### config.mk
export PLATFORM = sky130hd
export DESIGN_NAME = nco_square_gen
export DESIGN_NICKNAME = d
export VERILOG_FILES = /design/src/rtl/nco_pkg.sv /design/src/rtl/nco_word_regs.sv /design/src/rtl/nco_incr_map.sv /design/src/rtl/nco_phase_acc.sv /design/src/rtl/nco_rise_tick.sv /design/src/rtl/nco_square_gen.sv
export SDC_FILE = /design/constraint.sdc
export NUM_CORES = 1
export LEC_CHECK = 0
export CORE_AREA = 2 2 76 78
export CTS_BUF_LIST = sky130_fd_sc_hd__clkbuf_8
export CTS_CLUSTER_DIAMETER = 60
export DETAILED_ROUTE_END_ITERATION = 8
export DIE_AREA = 0 0 78 80
export MAX_ROUTING_LAYER = met4
export PLACE_DENSITY = 0.66
export SLEW_MARGIN = 10
export SYNTH_ARGS = -nofsm -noshare
export SYNTH_HDL_FRONTEND = slang
export SYNTH_SLANG_ARGS = --single-unit
### constraint.sdc
create_clock -name clk -period 3.4 [get_ports clk]
set_input_delay 0.51 -clock clk [delete_from_list [all_inputs] [get_ports clk]]
set_output_delay 0.51 -clock clk [all_outputs]
set_load 0.01 [all_outputs]
### src/rtl/nco_pkg.sv
package nco_pkg;
  // Interpretation of the committed frequency word
  typedef enum logic {
    WORD_UNSIGNED = 1'b0,
    WORD_SIGNED   = 1'b1
  } word_mode_e;

  localparam int unsigned NCO_BYTE_W_DEF = 8;
endpackage

### src/rtl/nco_word_regs.sv
// Two-byte word loader: the high byte is staged; the low-byte write commits the pair.
module nco_word_regs #(
  parameter int unsigned BYTE_W = 8,
  localparam int unsigned WORD_W = 2 * BYTE_W
) (
  input  logic              clk,
  input  logic              rst_n,
  input  logic              wr_hi,
  input  logic              wr_lo,
  input  logic [BYTE_W-1:0] wr_data,
  output logic [WORD_W-1:0] word_o
);
  logic [BYTE_W-1:0] hi_stage_q;
  logic [WORD_W-1:0] word_q;

  always_ff @(posedge clk) begin
    if (!rst_n) begin
      hi_stage_q <= '0;
    end else if (wr_hi) begin
      hi_stage_q <= wr_data;
    end
  end

  // The commit uses the high byte staged before this edge
  always_ff @(posedge clk) begin
    if (!rst_n) begin
      word_q <= '0;
    end else if (wr_lo) begin
      word_q <= {hi_stage_q, wr_data};
    end
  end

  assign word_o = word_q;
endmodule

### src/rtl/nco_incr_map.sv
// Maps the committed word to the accumulator increment.
module nco_incr_map #(
  parameter int unsigned WORD_W = 16,
  parameter nco_pkg::word_mode_e WORD_MODE = nco_pkg::WORD_SIGNED
) (
  input  logic [WORD_W-1:0] word_i,
  output logic [WORD_W-1:0] incr_o
);
  // Magnitude of a two's complement word, kept in the same width
  function automatic logic [WORD_W-1:0] twos_magnitude(input logic [WORD_W-1:0] w);
    logic [WORD_W-1:0] neg;
    neg = (~w) + WORD_W'(1);
    return w[WORD_W-1] ? neg : w;
  endfunction

  generate
    if (WORD_MODE == nco_pkg::WORD_SIGNED) begin : g_signed
      assign incr_o = twos_magnitude(word_i);
    end else begin : g_unsigned
      assign incr_o = word_i;
    end
  endgenerate
endmodule

### src/rtl/nco_phase_acc.sv
// Phase accumulator: cleared when not running, otherwise adds incr each edge.
module nco_phase_acc #(
  parameter int unsigned ACC_W = 16
) (
  input  logic             clk,
  input  logic             rst_n,
  input  logic             run,
  input  logic [ACC_W-1:0] incr_i,
  output logic             msb_o
);
  logic [ACC_W-1:0] acc_q;

  function automatic logic [ACC_W-1:0] phase_step(input logic [ACC_W-1:0] a,
                                                  input logic [ACC_W-1:0] d);
    return a + d; // wraps modulo 2^ACC_W
  endfunction

  always_ff @(posedge clk) begin
    if (!rst_n || !run) begin
      acc_q <= '0;
    end else begin
      acc_q <= phase_step(acc_q, incr_i);
    end
  end

  assign msb_o = acc_q[ACC_W-1];
endmodule

### src/rtl/nco_rise_tick.sv
// One-cycle pulse on each rising edge of a registered level.
module nco_rise_tick (
  input  logic clk,
  input  logic rst_n,
  input  logic level_i,
  output logic tick_o
);
  logic level_d_q;

  always_ff @(posedge clk) begin
    if (!rst_n) begin
      level_d_q <= 1'b0;
    end else begin
      level_d_q <= level_i;
    end
  end

  assign tick_o = level_i & ~level_d_q;
endmodule

### src/rtl/nco_square_gen.sv
// Variable-frequency square and tick generator (top).
module nco_square_gen #(
  parameter int unsigned BYTE_W = nco_pkg::NCO_BYTE_W_DEF,
  parameter nco_pkg::word_mode_e WORD_MODE = nco_pkg::WORD_SIGNED,
  localparam int unsigned WORD_W = 2 * BYTE_W
) (
  input  logic              clk,
  input  logic              rst_n,
  input  logic              start,
  input  logic              wr_hi,
  input  logic              wr_lo,
  input  logic [BYTE_W-1:0] wr_data,
  output logic              tick,
  output logic              square_out
);
  // Internal events, named so the checker can observe them
  logic [WORD_W-1:0] word_w;
  logic [WORD_W-1:0] incr_w;
  logic              phase_msb_w;
  logic              rise_w;

  nco_word_regs #(.BYTE_W(BYTE_W)) u_word (
    .clk     (clk),
    .rst_n   (rst_n),
    .wr_hi   (wr_hi),
    .wr_lo   (wr_lo),
    .wr_data (wr_data),
    .word_o  (word_w)
  );

  nco_incr_map #(.WORD_W(WORD_W), .WORD_MODE(WORD_MODE)) u_map (
    .word_i (word_w),
    .incr_o (incr_w)
  );

  nco_phase_acc #(.ACC_W(WORD_W)) u_acc (
    .clk    (clk),
    .rst_n  (rst_n),
    .run    (start),
    .incr_i (incr_w),
    .msb_o  (phase_msb_w)
  );

  nco_rise_tick u_tick (
    .clk     (clk),
    .rst_n   (rst_n),
    .level_i (phase_msb_w),
    .tick_o  (rise_w)
  );

  assign square_out = phase_msb_w;
  assign tick       = rise_w;
endmodule

==> results of run 1 <==
-- metal layers --
metal  track usage (%)  part of all wire [%]
met1             23.60                    50
met2             27.93                    46
met3             3.733                   2.8
met4             4.737                   1.3
met5                 -                     0
-- sequential cells by signal, indices dropped and copies added, names as in the netlist --
signal,cells
u_tick.level_d_q,1
u_word.word_o,16
u_word.hi_stage_q,8
u_acc.acc_q,16
-- logic make-up (layout without fill, tap and decap cells) --
logic type | after synthesis | in the layout | synth area share [%]
fa+ha+maj | 20 | 20 | 10.54
compound gates | 59 | 59 | 15.76
xor+xnor | 17 | 17 | 6.090
buf+inv | 12 | 26 | 1.996
mux | 28 | 28 | 11.46
flops | 41 | 41 | 33.57
simple gates | 88 | 88 | 20.57
-- cell type report --
type	instances	area, sq um
clock buffers	5	68.82
flip-flops and latches	41	820.8
multi-input cells	212	1575
well taps	72	90.09
clock inverters	3	18.77
fillers	562	2669
repair buffers	16	155.1
inverters	2	7.507
-- final timing paths --
| path | from | cells after the start | slack [ns] | end |
|---|---|---|---|---|
| worst max-delay path | u_word.word_o[2] | 11 | 0.40 | u_acc.acc_q[15] |
| worst min register to register | u_word.hi_stage_q[3] | 2 | 0.52 | u_word.hi_stage_q[3] |
| worst max register to register | u_word.word_o[2] | 11 | 0.40 | u_acc.acc_q[15] |
| worst min-delay path | u_word.hi_stage_q[3] | 2 | 0.52 | u_word.hi_stage_q[3] |
-- power by group through the flow --
stage	clock [mW]	sequential, mW	combinational, mW
6_report	0.323	0.524	0.187
5_1_grt	0.357	0.528	0.209
4_1_cts	0.333	0.524	0.187
3_5_place_dp	0	0.536	0.186
3_3_place_gp	0	0.535	0.185
2_1_floorplan	0	0.530	0.141
-- metrics by stage --
step / power (mW) / utilization, %
4_1_cts: 1.044 / 50.63
5_1_grt: 1.094 / 50.63
3_3_place_gp: 0.7205 / 49.00
6_report: 1.034 / 50.63
2_1_floorplan: 0.6707 / -
3_5_place_dp: 0.7219 / 49.00
-- worst max-delay path, cell delays in order, from the launching register on --
cell and delay [ns]:
dfxtp_1 0.38, nor4_4 0.38, nand2_1 0.11, or2_2 0.29
o41ai_2 0.23, xnor2_1 0.13, ha_1 0.41, nand4_1 0.20
nor3_1 0.22, a311oi_1 0.15, a211o_1 0.31, a21oi_1 0.12
-- cells in the mapped netlist (all sizes together) (5+ instances only) --
library cell	number
a211oi	6
a21oi	12
and3	5
clkbuf	7
dfxtp	41
ha	19
mux2i	28
nand2	20
nand2b	6
nor2	9
nor2b	25
o21ai	17
xnor2	15
==> impl_metrics.tcl, run 1 <==
set metrics [dict create \
    cts_setup_buffers 0 \
    postRouteAntennaNets 0 \
    syn_to_final_growth_pct 11.92 \
    holdCritPathClass "reg -> reg" \
    cp-end-kind "flop" \
    remaining_drc_errors 0 \
    instances_no_fill 351 \
    die_area_sq_mm 0.006240 \
    yosysTopAreaCell "dfxtp_1" \
    synth_edf_count 0 \
    status "complete, no violations" \
    ys.flop_type "dfxtp_1" \
    grt_max_degree 30 \
    crit_path_start_kind "flop" \
    swShare_pct 29.03 \
    peakVddDrop_mv 0.2776 \
    layout-drive-gt1-share_pct 5.018 \
    p_int_uw 733.8 \
    dp_hpwl_um 3680 \
    pin_count 15 \
    io_buffers 14 \
    fin_nets 311 \
    antenna_found_initial 0 \
    finalHoldViolations 0 \
    synth.distinct_cells 41 \
    fin_tns_setup_ns 0 \
    drt-vias-per-instance 5.370 \
    placementRows 27 \
    pwr-share-comb_pct 18.0 \
    synth-seq-area-share_pct 33.57 \
    gr-total-overflow 0 \
    placed_area_sq_mm 0.002649 \
    required_ns 3.62 \
    p_seq_share_pct 50.7 \
    clkLatencyLatePin_ns 0.30 \
    drv_cap 0 \
    period_share_pct 88.27 \
    switching_power_uw 300.2 \
    syn-cell-area_sq_mm 0.002445 \
    cts.sinks 41 \
    place_inst 343 \
    postSynthCellCount 265 \
    grt_usage_pct 17.84 \
    cts_tree "done" \
    clockPowerShare_pct 31.2 \
    routedWlPerCell_um 13.84 \
    routed_wl_um 4857 \
    worstSetupPathType "reg -> reg" \
    worst_pin_slew_ns 0.9318 \
    synth_top_area_share_pct 33.57 \
    drv_slew 0 \
    die_w_um 78 \
    finalWorstSetupSlack_ns 0.3987 \
    cts_inserted_buffers 5 \
    fin_area_sq_mm 0.002736 \
    pre_cts_ws_ns 0.4365 \
    ys_ff_latch 41 \
    power.static_leakage_nw 1.113 \
    final_cell_mix "dfxtp_1 (41), mux2i_1 (28), nor2b_1 (25)" \
    fmax_mhz 333.2 \
    holdBufCountCts 0 \
    gp_congestion 0.9038 \
    start_util_pct 45.23 \
    core_sq_mm 0.005405 \
    async_reset_ff_share_pct 0 \
    insertedDiodeCount 0 \
    clk_pin_slew_ns 0.08 \
    pwr_density_cell_mw_per_mm2 377.9 \
    die_h_um 80 \
    cts_buffer_depth 2 \
    grt_pass1_wl_um 8569 \
    syn_avg_cell_area_sq_um 9.226 \
    synthTopCellsByArea "dfxtp_1 (34%), mux2i_1 (11%), ha_1 (9.7%), nor2b_1 (6.4%), xnor2_1 (5.4%)" \
    cts.htree.levels 2 \
    rsz0062_at_grt "no" \
    cts_resized 0 \
    cts_root_buf "clkbuf_8" \
    first_pass_iters 4 \
    hold_slack_ns 0.5248 \
    crit_path_max_fanout 6 \
    yosysWarnings 0 \
    slew_headroom_pct 37.69 \
    final_common_cell "dfxtp_1" \
    worstPathArrival_ns 3.22 \
    fin_skew_ns 0.006269 \
    period_minus_slack_ns 3.001 \
    vias 1885 \
    setup-violations-final 0 \
    grt_pass1_vias 1774 \
    synth_nets 298 \
    drtIter0Drc 104 \
]
Note: power is estimated with default switching activity, not from simulation.
==> run 2, diff against run 1 <==
--- a/config.mk
+++ b/config.mk
@@ -11,7 +11,7 @@
 export DETAILED_ROUTE_END_ITERATION = 8
 export DIE_AREA = 0 0 78 80
 export MAX_ROUTING_LAYER = met4
-export PLACE_DENSITY = 0.66
+export PLACE_DENSITY_LB_ADDON = 0.3
 export SLEW_MARGIN = 10
 export SYNTH_ARGS = -nofsm -noshare
 export SYNTH_HDL_FRONTEND = slang
==> run 2 against run 1 <==
Against the previous run:
- power up 8.3%
- largest cell class unchanged
- clock skew down 0.0024 ns
- clock power up 27%
- final area up 0.91%
- core utilization up 0.46 points
- global-route usage down 0.49 points
- routed wire length up 0.95%
- sequential cell count unchanged
- non-clock buffer count down 1
- sequential share of layout area down 0.27 points
- cell count down 0.28%
==> impl_metrics.tcl, run 2 (synthesized netlist as in run 1, its figures left out) <==
set metrics [dict create \
    dp_hpwl_um 3758 \
    die_h_um 80 \
    clkLatencyLatePin_ns 0.29 \
    fin_tns_setup_ns 0 \
    required_ns 3.62 \
    routedWlPerCell_um 14.01 \
    insertedDiodeCount 0 \
    worst_pin_slew_ns 0.9322 \
    antenna_found_initial 0 \
    peakVddDrop_mv 0.2986 \
    die_w_um 78 \
    start_util_pct 45.23 \
    power.static_leakage_nw 1.123 \
    holdBufCountCts 0 \
    placementRows 27 \
    fmax_mhz 334.0 \
    critPathBufInv 0 \
    drv_slew 0 \
    grt_pass1_vias 1854 \
    cts.htree.levels 2 \
    finalHoldViolations 0 \
    core_sq_mm 0.005405 \
    grt_max_degree 30 \
    hold_slack_ns 0.5240 \
    cts_resized 0 \
    gr-total-overflow 0 \
    rsz0062_at_grt "no" \
    status "complete, no violations" \
    first_pass_iters 4 \
    crit_path_start_kind "flop" \
    cts_root_buf "clkbuf_8" \
    final_cell_mix "dfxtp_1 (41), mux2i_1 (28), nor2b_1 (25)" \
    crit_slowest_cell "dfxtp_1" \
    slowest_delay_ns 0.39 \
    io_buffers 14 \
    drtIter0Drc 145 \
    worstSetupPathType "reg -> reg" \
    period_minus_slack_ns 2.994 \
    grt_usage_pct 17.35 \
    path_cells "nor4_4 -> nand2_1 -> or2_2 -> o41ai_2 -> xnor2_1 -> ha_1 -> nand4_1 -> nor3_1 -> a311oi_1 -> a211o_1 -> a21oi_1" \
    holdCritStartpoint "u_word.hi_stage_q[1]" \
    crit_path_max_fanout 6 \
    fin_skew_ns 0.003886 \
    cts_tree "done" \
    cts_setup_buffers 0 \
    pin_count 15 \
    grt_pass1_wl_um 8452 \
    cp-startpoint "u_word.word_o[2]" \
    crit_family "simple AND/OR/NAND/NOR gates" \
    slew_headroom_pct 37.66 \
    pre_cts_ws_ns 0.4338 \
    postRouteAntennaNets 0 \
    setup-violations-final 0 \
    vias 1920 \
    drt-vias-per-instance 5.486 \
    gp_congestion 0.8593 \
    cts_buffer_depth 2 \
    clk_pin_slew_ns 0.08 \
    cp-end-kind "flop" \
    layout-drive-gt1-share_pct 5.036 \
    finalWorstSetupSlack_ns 0.4059 \
    p_total_mw 1.120 \
    cts_inserted_buffers 5 \
    fin_nets 310 \
    worstPathArrival_ns 3.21 \
    final_common_cell "dfxtp_1" \
    routed_wl_um 4903 \
    drv_cap 0 \
    fillers 528 \
    holdCritPathClass "reg -> reg" \
    syn_to_final_growth_pct 12.95 \
    pwr_density_cell_mw_per_mm2 405.6 \
    cts.sinks 41 \
    die_area_sq_mm 0.006240 \
    r2r_start "u_word.word_o[2]" \
    remaining_drc_errors 0 \
    period_share_pct 88.06 \
]
## run 2: changes by cell type in the layout (fill, tap and decap cells not counted), sizes merged
cell      change
bufinv        +1
clkinvlp      -1
inv           -1
buf           -1
clkbuf        +1
## run 2: power by group
| part | switching, mW | internal, mW |
|---|---|---|
| Clock | 0.171 | 0.239 |
| Sequential | 0.0218 | 0.503 |
| Combinational | 0.0974 | 0.0879 |
| Total | 0.290 | 0.830 |
## run 2: metal layers
metal	GRT usage [%]	share of wire, %	vias up
li1	-	-	987
met1	21.64	48	891
met2	29.40	48	38
met3	3.054	3.4	4
met4	4.211	0.63	0
met5	-	0	-
## run 2: tightest hold or removal path, cell delays in order (launching register included)
cell     delay (ns)
dfxtp_1        0.33
mux2i_1        0.06
nor2b_1        0.09
## run 2: final timing paths
kind | endpoint | slack (ns) | depth (start not counted)
setup / recovery | u_acc.acc_q[15] | 0.41 | 11
hold / removal | u_word.hi_stage_q[1] | 0.52 | 2
setup reg to reg | u_acc.acc_q[15] | 0.41 | 11
hold reg to reg | u_word.hi_stage_q[1] | 0.52 | 2
## run 2: final cells by class
class / count / area (sq um) / share of cell area (%)
well taps: 72 / 90.09 / 3.262
inverters: 2 / 7.507 / 0.2719
repair buffers: 15 / 147.6 / 5.347
clock buffers: 6 / 82.58 / 2.990
clock inverters: 2 / 37.54 / 1.359
multi-input cells: 212 / 1575 / 57.05
flip-flops and latches: 41 / 820.8 / 29.72
## run 2: stage by stage
stage / util [%] / cells / cell area, sq um
detailed placement: 48.87 / 342 / 2641
global placement: 48.87 / 342 / 2641
finish: 51.09 / 350 / 2761
global route: 51.09 / 350 / 2761
floorplan: - / 265 / 2445
CTS: 51.09 / 350 / 2761
